==> config.mk <==
export PLATFORM = sky130hd
export DESIGN_NAME = txwin_sel
export DESIGN_NICKNAME = d
export VERILOG_FILES = /design/src/rtl/txwin_pkg.sv /design/src/rtl/txwin_selreg.sv /design/src/rtl/txwin_gate.sv /design/src/rtl/txwin_bufram.sv /design/src/rtl/txwin_sel.sv
export SDC_FILE = /design/constraint.sdc
export NUM_CORES = 1
export LEC_CHECK = 0
export ABC_AREA = 1
export ABC_CLOCK_PERIOD_IN_PS = 800
export CAP_MARGIN = 25
export CORE_MARGIN = 8
export CORE_UTILIZATION = 38
export CTS_CLUSTER_DIAMETER = 50
export DETAILED_ROUTE_END_ITERATION = 8
export DONT_BUFFER_PORTS = 1
export PLACE_DENSITY = 0.55
export SETUP_SLACK_MARGIN = 0.15
export SYNTH_ARGS = -nofsm -noshare
export SYNTH_HDL_FRONTEND = slang
export SYNTH_HIERARCHICAL = 1
export SYNTH_SLANG_ARGS = --single-unit
==> constraint.sdc <==
create_clock -name clk -period 0.8 [get_ports clk]
set_input_delay 0.16 -clock clk [delete_from_list [all_inputs] [get_ports clk]]
set_output_delay 0.16 -clock clk [all_outputs]
set_load 0.01 [all_outputs]
==> src/rtl/txwin_pkg.sv <==
package txwin_pkg;
  localparam int NUM_BUF   = 3;
  localparam int BUF_BYTES = 16;
  localparam int DATA_W    = 8;
  localparam int BUF_AW    = $clog2(BUF_BYTES);
  localparam int ADDR_W    = BUF_AW + 1;
endpackage

==> src/rtl/txwin_selreg.sv <==
module txwin_selreg #(
  parameter int N = 3
) (
  input  logic         clk,
  input  logic         rst_n,
  input  logic         init_req,
  input  logic         init_ack,
  input  logic         wr_en,
  input  logic [N-1:0] wr_mask,
  output logic [N-1:0] sel_o
);
  logic [N-1:0] sel_q, sel_d;
  logic         in_init, wr_open;

  assign in_init = init_req & init_ack;
  assign wr_open = ~init_req & ~init_ack;

  always_comb begin
    sel_d = sel_q;
    if (in_init)
      sel_d = '0;
    else if (wr_open && wr_en)
      sel_d = wr_mask & (~wr_mask + 1'b1);
  end

  always_ff @(posedge clk or negedge rst_n) begin
    if (!rst_n) sel_q <= '0;
    else        sel_q <= sel_d;
  end

  assign sel_o = sel_q;
endmodule

==> src/rtl/txwin_gate.sv <==
module txwin_gate #(
  parameter int N = 3
) (
  input  logic [N-1:0] sel,
  input  logic [N-1:0] tx_empty,
  input  logic [N-1:0] tx_queued,
  output logic         win_ok,
  output logic [N-1:0] win_sel
);
  logic busy;

  assign busy    = |(sel & ~tx_empty & tx_queued);
  assign win_ok  = (|sel) & ~busy;
  assign win_sel = win_ok ? sel : '0;
endmodule

==> src/rtl/txwin_bufram.sv <==
module txwin_bufram #(
  parameter int DEPTH = 16,
  parameter int W     = 8,
  localparam int AW   = $clog2(DEPTH)
) (
  input  logic          clk,
  input  logic          we,
  input  logic [AW-1:0] addr,
  input  logic [W-1:0]  wdata,
  output logic [W-1:0]  rdata
);
  logic [W-1:0] mem [DEPTH];

  always_ff @(posedge clk) begin
    if (we) mem[addr] <= wdata;
  end

  assign rdata = mem[addr];
endmodule

==> src/rtl/txwin_sel.sv <==
module txwin_sel
  import txwin_pkg::*;
(
  input  logic              clk,
  input  logic              rst_n,
  input  logic              init_req,
  input  logic              init_ack,
  input  logic [ADDR_W-1:0] bus_addr,
  input  logic              bus_we,
  input  logic              bus_re,
  input  logic [DATA_W-1:0] bus_wdata,
  output logic [DATA_W-1:0] bus_rdata,
  input  logic [NUM_BUF-1:0] tx_empty,
  input  logic [NUM_BUF-1:0] tx_queued,
  output logic [NUM_BUF-1:0] tx_sel
);
  localparam logic [ADDR_W-1:0] SEL_ADDR = ADDR_W'(BUF_BYTES);
  localparam logic [ADDR_W-1:0] ERR_ADDR = ADDR_W'(BUF_BYTES + 1);

  // reset: asserted asynchronously, released on the clock
  logic [1:0] rst_sync_q;
  logic       rst_int_n;
  always_ff @(posedge clk or negedge rst_n) begin
    if (!rst_n) rst_sync_q <= 2'b00;
    else        rst_sync_q <= {rst_sync_q[0], 1'b1};
  end
  assign rst_int_n = rst_sync_q[1];

  // address decode
  logic win_hit, sel_hit, err_hit;
  assign win_hit = ~bus_addr[ADDR_W-1];
  assign sel_hit = (bus_addr == SEL_ADDR);
  assign err_hit = (bus_addr == ERR_ADDR);

  // select register
  logic [NUM_BUF-1:0] sel;
  txwin_selreg #(.N(NUM_BUF)) u_selreg (
    .clk     (clk),
    .rst_n   (rst_int_n),
    .init_req(init_req),
    .init_ack(init_ack),
    .wr_en   (bus_we & sel_hit),
    .wr_mask (bus_wdata[NUM_BUF-1:0]),
    .sel_o   (sel)
  );
  assign tx_sel = sel;

  // access gate
  logic               win_ok;
  logic [NUM_BUF-1:0] win_sel;
  txwin_gate #(.N(NUM_BUF)) u_gate (
    .sel      (sel),
    .tx_empty (tx_empty),
    .tx_queued(tx_queued),
    .win_ok   (win_ok),
    .win_sel  (win_sel)
  );

  // buffer storage
  logic [DATA_W-1:0] buf_rd [NUM_BUF];
  for (genvar g = 0; g < NUM_BUF; g++) begin : g_buf
    txwin_bufram #(.DEPTH(BUF_BYTES), .W(DATA_W)) u_ram (
      .clk  (clk),
      .we   (bus_we & win_hit & win_sel[g]),
      .addr (bus_addr[BUF_AW-1:0]),
      .wdata(bus_wdata),
      .rdata(buf_rd[g])
    );
  end

  logic [DATA_W-1:0] win_rdata;
  always_comb begin
    win_rdata = '0;
    for (int i = 0; i < NUM_BUF; i++)
      if (win_sel[i]) win_rdata = win_rdata | buf_rd[i];
  end

  // sticky error flag
  logic err_q, err_d;
  always_comb begin
    err_d = err_q;
    if (err_hit && bus_we && bus_wdata[0]) err_d = 1'b0;
    if (win_hit && (bus_we || bus_re) && !win_ok) err_d = 1'b1;
  end

  always_ff @(posedge clk or negedge rst_int_n) begin
    if (!rst_int_n) err_q <= 1'b0;
    else            err_q <= err_d;
  end

  // registered read data
  logic [DATA_W-1:0] rdata_q, rdata_d;
  always_comb begin
    if (win_hit)      rdata_d = win_rdata;
    else if (sel_hit) rdata_d = DATA_W'(sel);
    else if (err_hit) rdata_d = {{(DATA_W-1){1'b0}}, err_q};
    else              rdata_d = '0;
  end

  always_ff @(posedge clk or negedge rst_int_n) begin
    if (!rst_int_n)  rdata_q <= '0;
    else if (bus_re) rdata_q <= rdata_d;
  end

  assign bus_rdata = rdata_q;
endmodule

==> results.yml <==
status:
  status: "finished, violations left"
  violations: "negative hold slack, negative setup slack"
timing:
  min_period_ns: 1.94
  hold_viol_final: 395
  finalSetupTns_ns: -424.09
  fmax_mhz: 516
  hold-worst-slack_ns: -0.310
  setup_viol: 406
  setup_slack_ns: -1.14
  period_share_pct: 242
  rsz0062_at_grt: "yes"
  fin_worst_skew_ns: 0.0119
  slew_violations: 0
setup_path:
  timing.rr.start: "u_selreg/sel_o[1]"
  crit_fanout: 8
  worst_r2r_endpoint: "g_buf[2].u_ram/mem[8][6]"
  cp_common_cell: "nor2_4"
  crit_end: "g_buf[2].u_ram/mem[8][6]"
  cp-end-kind: "flop"
  r2r_cells: 9
  crit_slowest_cell: "dfrtp_1"
  worstSetupPathType: "flop to flop"
  critPathRequiredTime_ns: 1.05
  crit_chain: "o21bai_1 -> nand2_1 -> nand2_4 -> nor2_4 -> inv_2 -> nor2_4 -> buf_12 -> nand3_4 -> nor2_4"
  slowest_delay_ns: 0.40
  startpoint_type: "flop"
  critPathLaunch: "u_selreg/sel_o[1]"
  reg2reg_slack_ns: -1.14
  crit_arrival_ns: 2.19
finish:
  area_growth_pct: 20.3
  layout.area.seq_um2: 11900
  fillers: 4125
  multi_input_area_um2: 5330
  antenna_cells: 0
  drive_above_1_share_pct: 14.7
  final_common_cell: "nand2_1"
  final_cell_mix: "1068 x nand2_1, 384 x edfxtp_1, 72 x inv_1"
  final_nets: 1842
die:
  initial_core_util_pct: 38.2
  die_y_um: 229
  rows: 78
  coreArea_um2: 45000
  io_pins: 36
  die-area_um2: 52300
  die_x_um: 229
synth:
  synth_nets: 1770
  avgSynthCellArea_um2: 9.85
  synth-seq-area-share_pct: 69.1
  netlist_area_um2: 17200
  syn_inst: 1745
  synth_edf_count: 384
  async_reset_ff_share_pct: 3.52
  synth_flop_cell: "edfxtp_1"
  synth_cell_types: 21
  ys_ff_latch: 398
  yosys_warnings: 6
route:
  drc_errors: 0
  wl_met2_mm: 20.5
  final_antenna_net_count: 0
  vias: 11500
  m1WireLength_mm: 19.3
  top_layer: "met5"
  drtPass1Iterations: 6
  drtIter0Drc: 619
  routed_wl_mm: 43.1
  vias_per_cell: 4.70
  wire_per_inst_um: 17.6
  met3WireLength_mm: 2.24
placed_design:
  pre_cts_ws_ns: -1.26
  gp_congestion: 0.840
  hpwl_mm: 25.9
  port-buffer-count: 0
grt:
  grt.total_usage_pct: 16.3
  antenna_found_initial: 1
  grt_pass1_vias: 11600
  grt_pass1_wl_mm: 66.6
  grt_max_degree: 203
  grt-ovfl-total: 0
power:
  powerDensity_nw_per_um2: 2150
  ir_drop_uv: 1580
  p_leak_nw: 8.59
  finalPower_w: 0.0445
cts:
  cts_buffer_depth: 3
  h-tree-depth: 2
  clk_pin_slew_ns: 0.06
  clock_sinks: 398
  tritoncts: "built"
  cts_buffers: 45
  root_buffer: "clkbuf_16"
  clock_latency_ns: 0.57
flow_run:
  drv_cap: 0
hold_path:
  hp-start: "bus_wdata[4]"
  min_path_type: "input pin to flop"
worst min-delay path by stage:
stage | to | slack, ns | depth (start not counted)
4_1_cts | g_buf[2].u_ram/mem[12][0] | -0.34 | 0
6_report | g_buf[2].u_ram/mem[13][4] | -0.31 | 0
3_5_place_dp | rst_sync_q[0] | -0.14 | 0
3_3_place_gp | rst_sync_q[1] | -0.14 | 0
5_1_grt | g_buf[2].u_ram/mem[13][4] | -0.35 | 0
2_1_floorplan | rst_sync_q[0] | -0.14 | 0
final cells by class:
class                   instances  area share [%]
flip-flops and latches        398            57.5
multi-input cells            1195            25.8
clock buffers                  54            5.81
repair buffers                 91            4.67
well taps                     600            3.63
inverters                      86            1.58
clock inverters                27            1.05
cell usage after synthesis, drive strengths merged (2+ instances only):
cell type	count	area, um2
nand3	29	150
nor2	68	280
clkinv	3	11.3
nand4	4	25.0
nand2	1083	4070
a22o	5	43.8
edfxtp	384	11500
buf	57	330
dfrtp	14	350
inv	83	312
o211ai	2	25.0
clkbuf	9	33.8
o21ai	2	10.0
power by group:
part           total (W)  leakage (nW)  switching, W  internal, W
Combinational    0.00205          4.28       0.00134     0.000712
Sequential        0.0228          3.63    0.00000470       0.0228
Clock             0.0195         0.687       0.00837       0.0112
Total             0.0445          8.59       0.00972       0.0347
critical path, delay by kind of cell, from the launching register on:
| family | cells | cell delay (ns) |
|---|---|---|
| AO/OA/AOI/OAI | 1 | 0.17 |
| AND/OR/NAND/NOR | 6 | 0.83 |
| buffers and inverters | 2 | 0.20 |
| flip-flops | 1 | 0.40 |
sequential cells by signal (all words and copies together) (netlist names):
signal,cells
bus_rdata,8
err_q,1
g_buf.u_ram/mem,384
rst_sync_q,2
u_selreg/sel_o,3
cells by family after synthesis:
| kind of cell | count (synthesis) | synth area share [%] |
|---|---|---|
| flip-flops | 398 | 69.1 |
| AO/OA/AOI/OAI | 10 | 0.502 |
| buffers and inverters | 152 | 4.00 |
| AND/OR/NAND/NOR | 1184 | 26.3 |
| other | 1 | 0.0218 |
routing by layer:
metal	global-route usage (%)	vias up
met5	0	-
met4	4.85	2
met3	3.46	59
met2	26.8	240
met1	21.6	5489
li1	-	5731
per-stage QoR:
stage | cells | hold slack [ns] | instance area [um2] | utilization [%]
3_5_place_dp | 2340 | -0.136 | 18700 | 41.6
2_1_floorplan | 1745 | -0.136 | 17800 | -
5_1_grt | 2451 | -0.348 | 20700 | 46.0
6_report | 2451 | -0.310 | 20700 | 46.0
3_3_place_gp | 2340 | -0.136 | 18700 | 41.6
4_1_cts | 2447 | -0.337 | 20600 | 45.7
what timing repair did:
item | 4_1_cts | 5_1_grt
gates resized for setup | 57 | 21
pin swaps | 39 | 12
setup endpoints to repair | 407 | 407
setup buffers | 17 | 4
hold buffers | 10 | 1
hold endpoints to repair | 430 | 396
(Power assumes the default switching activity.)
